==> config.mk <==
export PLATFORM = sky130hd
export DESIGN_NAME = irq_pend_ctl
export DESIGN_NICKNAME = d
export VERILOG_FILES = /design/src/rtl/irq_pend_pkg.sv /design/src/rtl/irq_ctl_reg.sv /design/src/rtl/irq_replay_scan.sv /design/src/rtl/irq_send_pick.sv /design/src/rtl/irq_pba_rdport.sv /design/src/rtl/irq_pend_ctl.sv
export SDC_FILE = /design/constraint.sdc
export NUM_CORES = 1
export LEC_CHECK = 0
export CAP_MARGIN = 20
export CORE_MARGIN = 2
export CORE_UTILIZATION = 53
export DETAILED_ROUTE_END_ITERATION = 10
export DONT_BUFFER_PORTS = 1
export HOLD_SLACK_MARGIN = 0.05
export PLACE_DENSITY = 0.68
export SLEW_MARGIN = 5
export SYNTH_ARGS = -nofsm -noshare
export SYNTH_HDL_FRONTEND = slang
export SYNTH_SLANG_ARGS = --single-unit
==> constraint.sdc <==
create_clock -name clk -period 5.7 [get_ports clk]
set_input_delay 1.71 -clock clk [delete_from_list [all_inputs] [get_ports clk]]
set_output_delay 1.71 -clock clk [all_outputs]
set_load 0.01 [all_outputs]
==> src/rtl/irq_pend_pkg.sv <==
package irq_pend_pkg;
  localparam int unsigned WORD_BITS = 64;
  localparam int unsigned CTL_W     = 16;
  localparam int unsigned EN_BIT    = 15;
  localparam int unsigned MASK_BIT  = 14;
  localparam int unsigned SIZE_W    = 11;

  function automatic logic [31:0] loc_word(input logic [31:0] off, input logic [2:0] bar);
    return {off[31:3], bar};
  endfunction
endpackage

==> src/rtl/irq_ctl_reg.sv <==
module irq_ctl_reg
  import irq_pend_pkg::*;
#(
  parameter int unsigned NUM_VEC = 70
) (
  input  logic             clk,
  input  logic             rst_n,
  input  logic             wr_en,
  input  logic [CTL_W-1:0] wr_data,
  output logic             func_en,
  output logic             func_mask,
  output logic             mask_fall,
  output logic [CTL_W-1:0] ctl_word
);
  localparam logic [SIZE_W-1:0] SIZE_M1 = SIZE_W'(NUM_VEC - 1);

  always_ff @(posedge clk) begin
    if (!rst_n) begin
      func_en   <= 1'b0;
      func_mask <= 1'b1;
    end else if (wr_en) begin
      func_en   <= wr_data[EN_BIT];
      func_mask <= wr_data[MASK_BIT];
    end
  end

  assign mask_fall = wr_en && func_mask && !wr_data[MASK_BIT];
  assign ctl_word  = {func_en, func_mask, 3'b000, SIZE_M1};

  p_ctl_write_r2: assert property (@(posedge clk) disable iff (!rst_n)
    wr_en |=> (func_en == $past(wr_data[EN_BIT])) && (func_mask == $past(wr_data[MASK_BIT])));
endmodule

==> src/rtl/irq_replay_scan.sv <==
module irq_replay_scan #(
  parameter int unsigned NUM_VEC = 70,
  parameter int unsigned VEC_W   = $clog2(NUM_VEC)
) (
  input  logic             clk,
  input  logic             rst_n,
  input  logic             start,
  output logic             busy,
  output logic [VEC_W-1:0] ptr
);
  localparam logic [VEC_W-1:0] LAST = VEC_W'(NUM_VEC - 1);

  always_ff @(posedge clk) begin
    if (!rst_n) begin
      busy <= 1'b0;
      ptr  <= '0;
    end else if (start) begin
      busy <= 1'b1;
      ptr  <= '0;
    end else if (busy) begin
      if (ptr == LAST) busy <= 1'b0;
      else             ptr  <= ptr + 1'b1;
    end
  end

  p_scan_start_r6: assert property (@(posedge clk) disable iff (!rst_n)
    start |=> busy && (ptr == '0));
  p_scan_step_r6: assert property (@(posedge clk) disable iff (!rst_n)
    (busy && !start && ptr != LAST) |=> busy && (ptr == $past(ptr) + 1'b1));
endmodule

==> src/rtl/irq_send_pick.sv <==
module irq_send_pick #(
  parameter int unsigned NUM_VEC = 70,
  parameter int unsigned VEC_W   = $clog2(NUM_VEC)
) (
  input  logic               clk,
  input  logic               rst_n,
  input  logic [NUM_VEC-1:0] due,
  input  logic               ready,
  output logic               valid,
  output logic [VEC_W-1:0]   vec
);
  logic [VEC_W-1:0] lowest;
  logic             hold_q;
  logic [VEC_W-1:0] hold_vec;

  always_comb begin
    lowest = '0;
    for (int i = NUM_VEC - 1; i >= 0; i--) begin
      if (due[i]) lowest = VEC_W'(i);
    end
  end

  assign valid = |due;
  assign vec   = hold_q ? hold_vec : lowest;

  always_ff @(posedge clk) begin
    if (!rst_n) begin
      hold_q   <= 1'b0;
      hold_vec <= '0;
    end else begin
      hold_q   <= valid && !ready;
      hold_vec <= vec;
    end
  end

  p_hold_r8: assert property (@(posedge clk) disable iff (!rst_n)
    (valid && !ready) |=> valid && (vec == $past(vec)));
endmodule

==> src/rtl/irq_pba_rdport.sv <==
module irq_pba_rdport #(
  parameter int unsigned N_WORDS = 2,
  parameter int unsigned ADDR_W  = 12
) (
  input  logic [N_WORDS*64-1:0] pba_flat,
  input  logic [ADDR_W-1:0]     addr,
  input  logic                  wide,
  output logic [63:0]           data
);
  localparam int unsigned IDX_W = ADDR_W - 3;

  logic [IDX_W-1:0] word_idx;
  logic             in_range;
  logic [63:0]      word;

  assign word_idx = addr[ADDR_W-1:3];
  assign in_range = int'(word_idx) < N_WORDS;
  assign word     = in_range ? pba_flat[int'(word_idx)*64 +: 64] : '0;

  always_comb begin
    if (!in_range)           data = wide ? {64{1'b1}} : {32'h0, 32'hFFFF_FFFF};
    else if (wide)           data = (addr[2:0] == 3'b000) ? word : '0;
    else if (addr[1:0] != 0) data = '0;
    else                     data = {32'h0, addr[2] ? word[63:32] : word[31:0]};
  end
endmodule

==> src/rtl/irq_pend_ctl.sv <==
module irq_pend_ctl
  import irq_pend_pkg::*;
#(
  parameter int unsigned NUM_VEC = 70,
  parameter int unsigned VEC_W   = $clog2(NUM_VEC),
  parameter int unsigned ADDR_W  = 12,
  parameter logic [2:0]  TBL_BAR = 3'd1,
  parameter logic [31:0] TBL_OFF = 32'h0000_1000,
  parameter logic [2:0]  PBA_BAR = 3'd4,
  parameter logic [31:0] PBA_OFF = 32'h0000_1800
) (
  input  logic               clk,
  input  logic               rst_n,
  input  logic               ctl_wr_en,
  input  logic [15:0]        ctl_wr_data,
  output logic [15:0]        ctl_word,
  output logic [31:0]        tbl_loc,
  output logic [31:0]        pba_loc,
  input  logic [NUM_VEC-1:0] irq_req,
  input  logic [NUM_VEC-1:0] vec_mask,
  input  logic               unmask_evt,
  input  logic [VEC_W-1:0]   unmask_idx,
  output logic               send_valid,
  input  logic               send_ready,
  output logic [VEC_W-1:0]   send_vec,
  input  logic [ADDR_W-1:0]  pba_rd_addr,
  input  logic               pba_rd_wide,
  output logic [63:0]        pba_rd_data
);
  localparam int unsigned N_WORDS  = NUM_VEC / WORD_BITS + 1;
  localparam int unsigned PBA_BITS = N_WORDS * WORD_BITS;

  logic func_en, func_mask, mask_fall, func_live;
  logic scan_busy;
  logic [VEC_W-1:0] scan_ptr;
  logic [NUM_VEC-1:0] pba_q, due_q, set_pba, set_due, clr;
  logic [PBA_BITS-1:0] pba_flat;
  logic fire;

  irq_ctl_reg #(.NUM_VEC(NUM_VEC)) u_ctl (
    .clk(clk), .rst_n(rst_n), .wr_en(ctl_wr_en), .wr_data(ctl_wr_data),
    .func_en(func_en), .func_mask(func_mask), .mask_fall(mask_fall), .ctl_word(ctl_word)
  );

  irq_replay_scan #(.NUM_VEC(NUM_VEC), .VEC_W(VEC_W)) u_scan (
    .clk(clk), .rst_n(rst_n), .start(mask_fall), .busy(scan_busy), .ptr(scan_ptr)
  );

  irq_send_pick #(.NUM_VEC(NUM_VEC), .VEC_W(VEC_W)) u_pick (
    .clk(clk), .rst_n(rst_n), .due(due_q), .ready(send_ready),
    .valid(send_valid), .vec(send_vec)
  );

  irq_pba_rdport #(.N_WORDS(N_WORDS), .ADDR_W(ADDR_W)) u_rd (
    .pba_flat(pba_flat), .addr(pba_rd_addr), .wide(pba_rd_wide), .data(pba_rd_data)
  );

  assign func_live = func_en && !func_mask;
  assign fire      = send_valid && send_ready;
  assign tbl_loc   = loc_word(TBL_OFF, TBL_BAR);
  assign pba_loc   = loc_word(PBA_OFF, PBA_BAR);

  generate
    if (PBA_BITS > NUM_VEC) begin : g_pad
      assign pba_flat = {{(PBA_BITS - NUM_VEC){1'b0}}, pba_q};
    end else begin : g_nopad
      assign pba_flat = pba_q;
    end
  endgenerate

  // Per-vector routing: direct send, park as pending, or replay
  always_comb begin
    for (int v = 0; v < NUM_VEC; v++) begin
      logic ahead, direct, evt_hit, scan_hit;
      ahead    = scan_busy && (v > int'(scan_ptr));
      direct   = func_live && !vec_mask[v] && !ahead;
      evt_hit  = unmask_evt && (int'(unmask_idx) == v) && func_live && pba_q[v];
      scan_hit = scan_busy && (int'(scan_ptr) == v) && !vec_mask[v] && pba_q[v];
      set_pba[v] = irq_req[v] && !direct;
      set_due[v] = (irq_req[v] && direct) || evt_hit || scan_hit;
      clr[v]     = fire && (int'(send_vec) == v);
    end
  end

  // Set wins over clear in the same cycle
  always_ff @(posedge clk) begin
    if (!rst_n) begin
      pba_q <= '0;
      due_q <= '0;
    end else begin
      pba_q <= (pba_q & ~clr) | set_pba;
      due_q <= (due_q & ~clr) | set_due;
    end
  end

  p_valid_owed_r3: assert property (@(posedge clk) disable iff (!rst_n)
    send_valid |-> due_q[send_vec]);

  for (genvar g = 0; g < NUM_VEC; g++) begin : g_chk
    p_pend_set_r4: assert property (@(posedge clk) disable iff (!rst_n)
      (irq_req[g] && !func_live) |=> pba_q[g]);
  end
endmodule

Word level (Yosys, flattened, before mapping) --
Cells that the tools add are included.
Operators by class: mux-type cells 80, divide/modulo/power cells 0, eq/ne operators 208, reduce and logical (&&, ||, !) cells 1203, multiply operators 0, shifts and indexed selects 1, $add $sub $neg 1, magnitude comparators 70, bitwise logic cells 7
Operator list (count):
- $logic_and 1x1->1 | 843
- $eq 7x7->1 const B | 115
- $mux 7 | 71
- $eq 7x6->1 const B | 48
- $mux 64 | 4
- $gt 6x7->1 const A | 32
- $logic_not 1->1 | 212
- $eq 7x5->1 const B | 24
- $and 70x70->70 | 2
- $logic_or 1x1->1 | 140
- $or 70x70->70 | 2
- $shiftx 128x16->64 | 1
- $gt 5x7->1 const A | 16
- $eq 7x4->1 const B | 12
- $not 70->70 | 1
- $reduce_or 70->1 | 1
- $mux 32 | 2
- $gt 4x7->1 const A | 8
- $eq 7x3->1 const B | 6
- $gt 7x7->1 const A | 6
- $gt 3x7->1 const A | 4
- $eq 7x2->1 const B | 3
- $logic_not 7->1 | 3
- $gt 2x7->1 const A | 2
- 9 further kinds | 12
Word-level totals: input bits 181, register bits 158, word-level logic and storage cells 1578, ROM bits 0, output and inout port bits 152, memory bits (writable) 0, bits in latches 0, memories kept 0

Logic depth before layout (Yosys ltp) --
word-level depth 76, depth in mapped cells 11, depth with buffers taken out 9

Cells and area by module --
A second synthesis with hierarchy kept.
Second synthesis, totals: cells, all modules 1592, area, all modules 12182.9 um2
By module, submodules not included:
- irq_pend_ctl | seq. area each 2802.7 um2, times used 1, cells each 1131, area each 8600.7 um2
- irq_pba_rdport | seq. area each 0.0 um2, times used 1, cells each 197, area each 1662.8 um2
- irq_send_pick | seq. area each 160.2 um2, times used 1, cells each 195, area each 1303.8 um2
- irq_replay_scan | seq. area each 160.2 um2, times used 1, cells each 44, area each 407.9 um2
- irq_ctl_reg | seq. area each 40.0 um2, times used 1, cells each 25, area each 207.7 um2

Worst setup path after synthesis --
Ideal clock, no wire load.
path kind input port to output port, start in pba_rd_addr[5], end out pba_rd_data[32], cell stages on the path 9, slack 0.647 ns, required time 3.990 ns, data arrival time 3.343 ns, cell sequence nor4_1 nand2b_1 clkbuf_1 nor2_1 and2_0 clkbuf_1 clkbuf_1 nand2_1 nand2_1
Between the ends: longest elaborated chain between the ends 4
Ends and longest elaborated chain:
- from (decl) | RTL line irq_pend_ctl.sv:26 | input logic [ADDR_W-1:0] pba_rd_addr,
- $shiftx 128x16->64 | RTL line irq_pba_rdport.sv:18 | assign word = in_range ? pba_flat[int'(word_idx)*64 +: 64] : '0;
- $mux 64 (2 in series) | RTL line irq_pba_rdport.sv:22 | else if (wide) data = (addr[2:0] == 3'b000) ? word : '0;
- $mux 64 (*) | RTL line irq_pba_rdport.sv:21 | if (!in_range) data = wide ? {64{1'b1}} : {32'h0, 32'hFFFF_FFFF};
- to (decl) | RTL line irq_pend_ctl.sv:28 | output logic [63:0] pba_rd_data
Every way passes the cells marked *; elsewhere a longest branch is shown, timed or not.

Worst setup path after layout --
start in pba_rd_addr[5], end out pba_rd_data[41]
Same word-level chain as after synthesis.

==> metrics.md <==
| Metric | Value |
|---|---|
| Status | `finished clean` |
| First-pass GRT wire length | `85240 um` |
| Mapped cell area | `11880 um^2` |
| Setup repair bufs after CTS | `0` |
| Reg clk slew, reported paths | `70 ps` |
| Register area share after synthesis | `26.63%` |
| Max_cap viols | `0` |
| Total grt overflow | `0` |
| Overall routing resource usage | `48.77%` |
| Placed Instances | `1717` |
| Worst-Skew Late Latency | `450 ps` |
| Post-Route WL | `59700 um` |
| Initial drt markers | `2091` |
| Crit-path max FO | `23` |
| Vias per std cell | `7.724` |
| Bufs and invs on worst path | `2` |
| Fin. max-slew vios | `0` |
| Prevailing post-synth register cell | `dfxtp_1` |
| CP max-delay cell | `and2_1` |
| Most common cell in the netlist | `a21oi_1` |
| Synth top cells by count | `a21oi_1, dfxtp_1, nand2_1` |
| Fmax | `192.8 MHz` |
| I/O Buffers | `0` |
| Synth top area cells | `dfxtp_1, a21oi_1, o41ai_1, buf_4, o32ai_1` |
| Num CTS Buffers | `17` |
| CTS tree | `built` |
| VDD IR max | `0.3593 mV` |
| Critical path cell sequence | `nor4_1, nand2b_1, nor2_2, and2_1, buf_12, nand2_1, nand2_1, buf_4` |
| Worst path arrival time | `3480 ps` |
| Wire per inst | `34.15 um` |
| Syn_area_per_cell | `7.732 um^2` |
| Clk sinks | `158` |
| Area after DPL | `11610 um^2` |
| Critical Path RT | `3990 ps` |
| Area growth from synthesis to layout | `2.550%` |
| Worst Skew | `18.37 ps` |
| H-tree depth | `4` |
| Initial DRT Pass Iterations | `7` |
| Number of global-route vias before repair | `12.44k` |
| Clk buf depth | `2` |
| Setup crit start kind | `primary input` |
| CP top delay family | `simple AND/OR/NAND/NOR gates` |
| Crit path time final | `5186 ps` |
| Yosys top cell by area | `dfxtp_1` |
| Die X | `153.7 um` |
| Boundary Pins | `333` |
| Final Hold Viols | `0` |
| Die Area | `23620 um^2` |
| CP dominant cell by count | `nand2_1` |
| Tcrit/Tclk final | `90.98%` |
| Die height | `153.7 um` |
| Leakage power | `4.124 nW` |
| Post-synth top area share | `26.63%` |
| Post_cts resized | `0` |
| Design Area, Final | `12180 um^2` |
| RSZ-0062 raised after global routing | `no` |
| Layout cells sized above 1 | `8.174%` |
| Ant diodes | `0` |
| Root buffer cell | `clkbuf_16` |
| Post-synth ARST share | `0%` |
| Post-route insts no fill | `1748` |
| Post-CTS Hold Fix Bufs | `0` |
| Synth Register Bits | `158` |
| Final nets | `1642` |
| Worst Max-Slew Pin Slew | `977.7 ps` |
| Vias | `13.50k` |
| Drc violations | `0` |
| Setup TNS Final | `0 ps` |
| Rows | `54` |
| RePlAce Congestion | `1.070` |
| PD cells | `256.4 nW/um^2` |
| ANT nets after route | `0` |
| Initial antenna violation count | `2` |
| Total power | `3.123 mW` |
| Critical path's largest stage delay | `450 ps` |
| Worst Setup End Kind | `primary output` |
| Min-delay worst type | `flop to flop` |
| Synth Warn # | `0` |
| Dpl hpwl | `44530 um` |
| Yosys cell types | `86` |
| Max-slew headroom at the worst pin | `34.78%` |
| Post-synth EDFFs | `0` |
| Largest net degree at the start of global routing | `70` |
| Final setup viols | `0` |
| Initial Util | `54.25%` |
| Core area | `21890 um^2` |
| Setup CP Type | `primary input to primary output` |
| Post-Syn Instances | `1536` |
==> cells in the final DEF, fill, tap and decap left out, drive strengths merged, types with 26 or more instances in the layout <==
cell    Yosys  layout
o21ai      64      64
nor3       88      88
inv        28      33
nor2       66      66
conb        2      78
buf       114      34
o41ai     105     105
a22oi      53      53
a21oi     175     175
nand3      28      28
nor4       28      28
nor2b      26      26
a221o      26      26
dfxtp     158     158
nand2b     58      58
a211oi     34      34
nand2     140     140
o32ai      68      68
==> worst paths after layout <==
check,start,endpoint,slack (ps),cells after the start
min,pba_q[68],pba_q[68],490,2
max reg2reg,due_q[61],due_q[66],1950,9
max,pba_rd_addr[5],pba_rd_data[41],510,8
min reg2reg,pba_q[68],pba_q[68],490,2
==> worst reg2reg max path: cells and delay by family, from the launching register on <==
family          cells  cell delay, ps
compound gates      5            1300
buf+inv             2             550
flops               1             370
simple gates        2            1390
==> area by class of cell <==
class                      count  area [um^2]
clock inverter                13        130.1
multi-input combinational   1215         7710
sequential                   158         3163
clock buffer                  18        439.2
inverter                      30        118.9
timing repair buffer          34        267.8
fill                        2103         9712
tap                          280        350.3
==> report_power, final <==
group	total, mW	internal [mW]	switching, mW
logic	0.735	0.162	0.573
registers	1.23	1.15	0.0746
clock network	1.16	0.619	0.540
total	3.12	1.94	1.19
==> cell families after synthesis <==
group,after synthesis,share of synthesized area [%]
xor+xnor,3,0.2213
other cells,2,0.06323
mux,11,0.9271
simple gates,503,22.37
fa+ha+maj,5,0.5268
flops,158,26.63
buf+inv,239,11.00
compound gates,615,38.26
==> state kept, by name, indices dropped and copies added, names as in the netlist <==
name             count
u_ctl.func_mask      1
u_ctl.func_en        1
u_pick.hold_q        1
due_q               70
pba_q               70
u_scan.busy          1
u_scan.ptr           7
u_pick.hold_vec      7
==> layer usage <==
metal  global-route usage, %  wire length [um]
met5                       0                30
met3                   18.21              8918
met4                   30.97              5015
met2                   72.36             24970
met1                   59.48             20760
==> metrics by stage <==
stage                     util (%)  setup WS [ps]  hold WS [ps]
final                        55.64          514.2         487.6
after floorplan                  -          647.2         454.6
after global routing         55.64          369.9         507.9
after global placement       53.04          579.6         467.4
after detailed placement     53.04          559.8         475.7
after CTS                    55.64          553.8         484.7
Power figures use the tool's default switching activity.
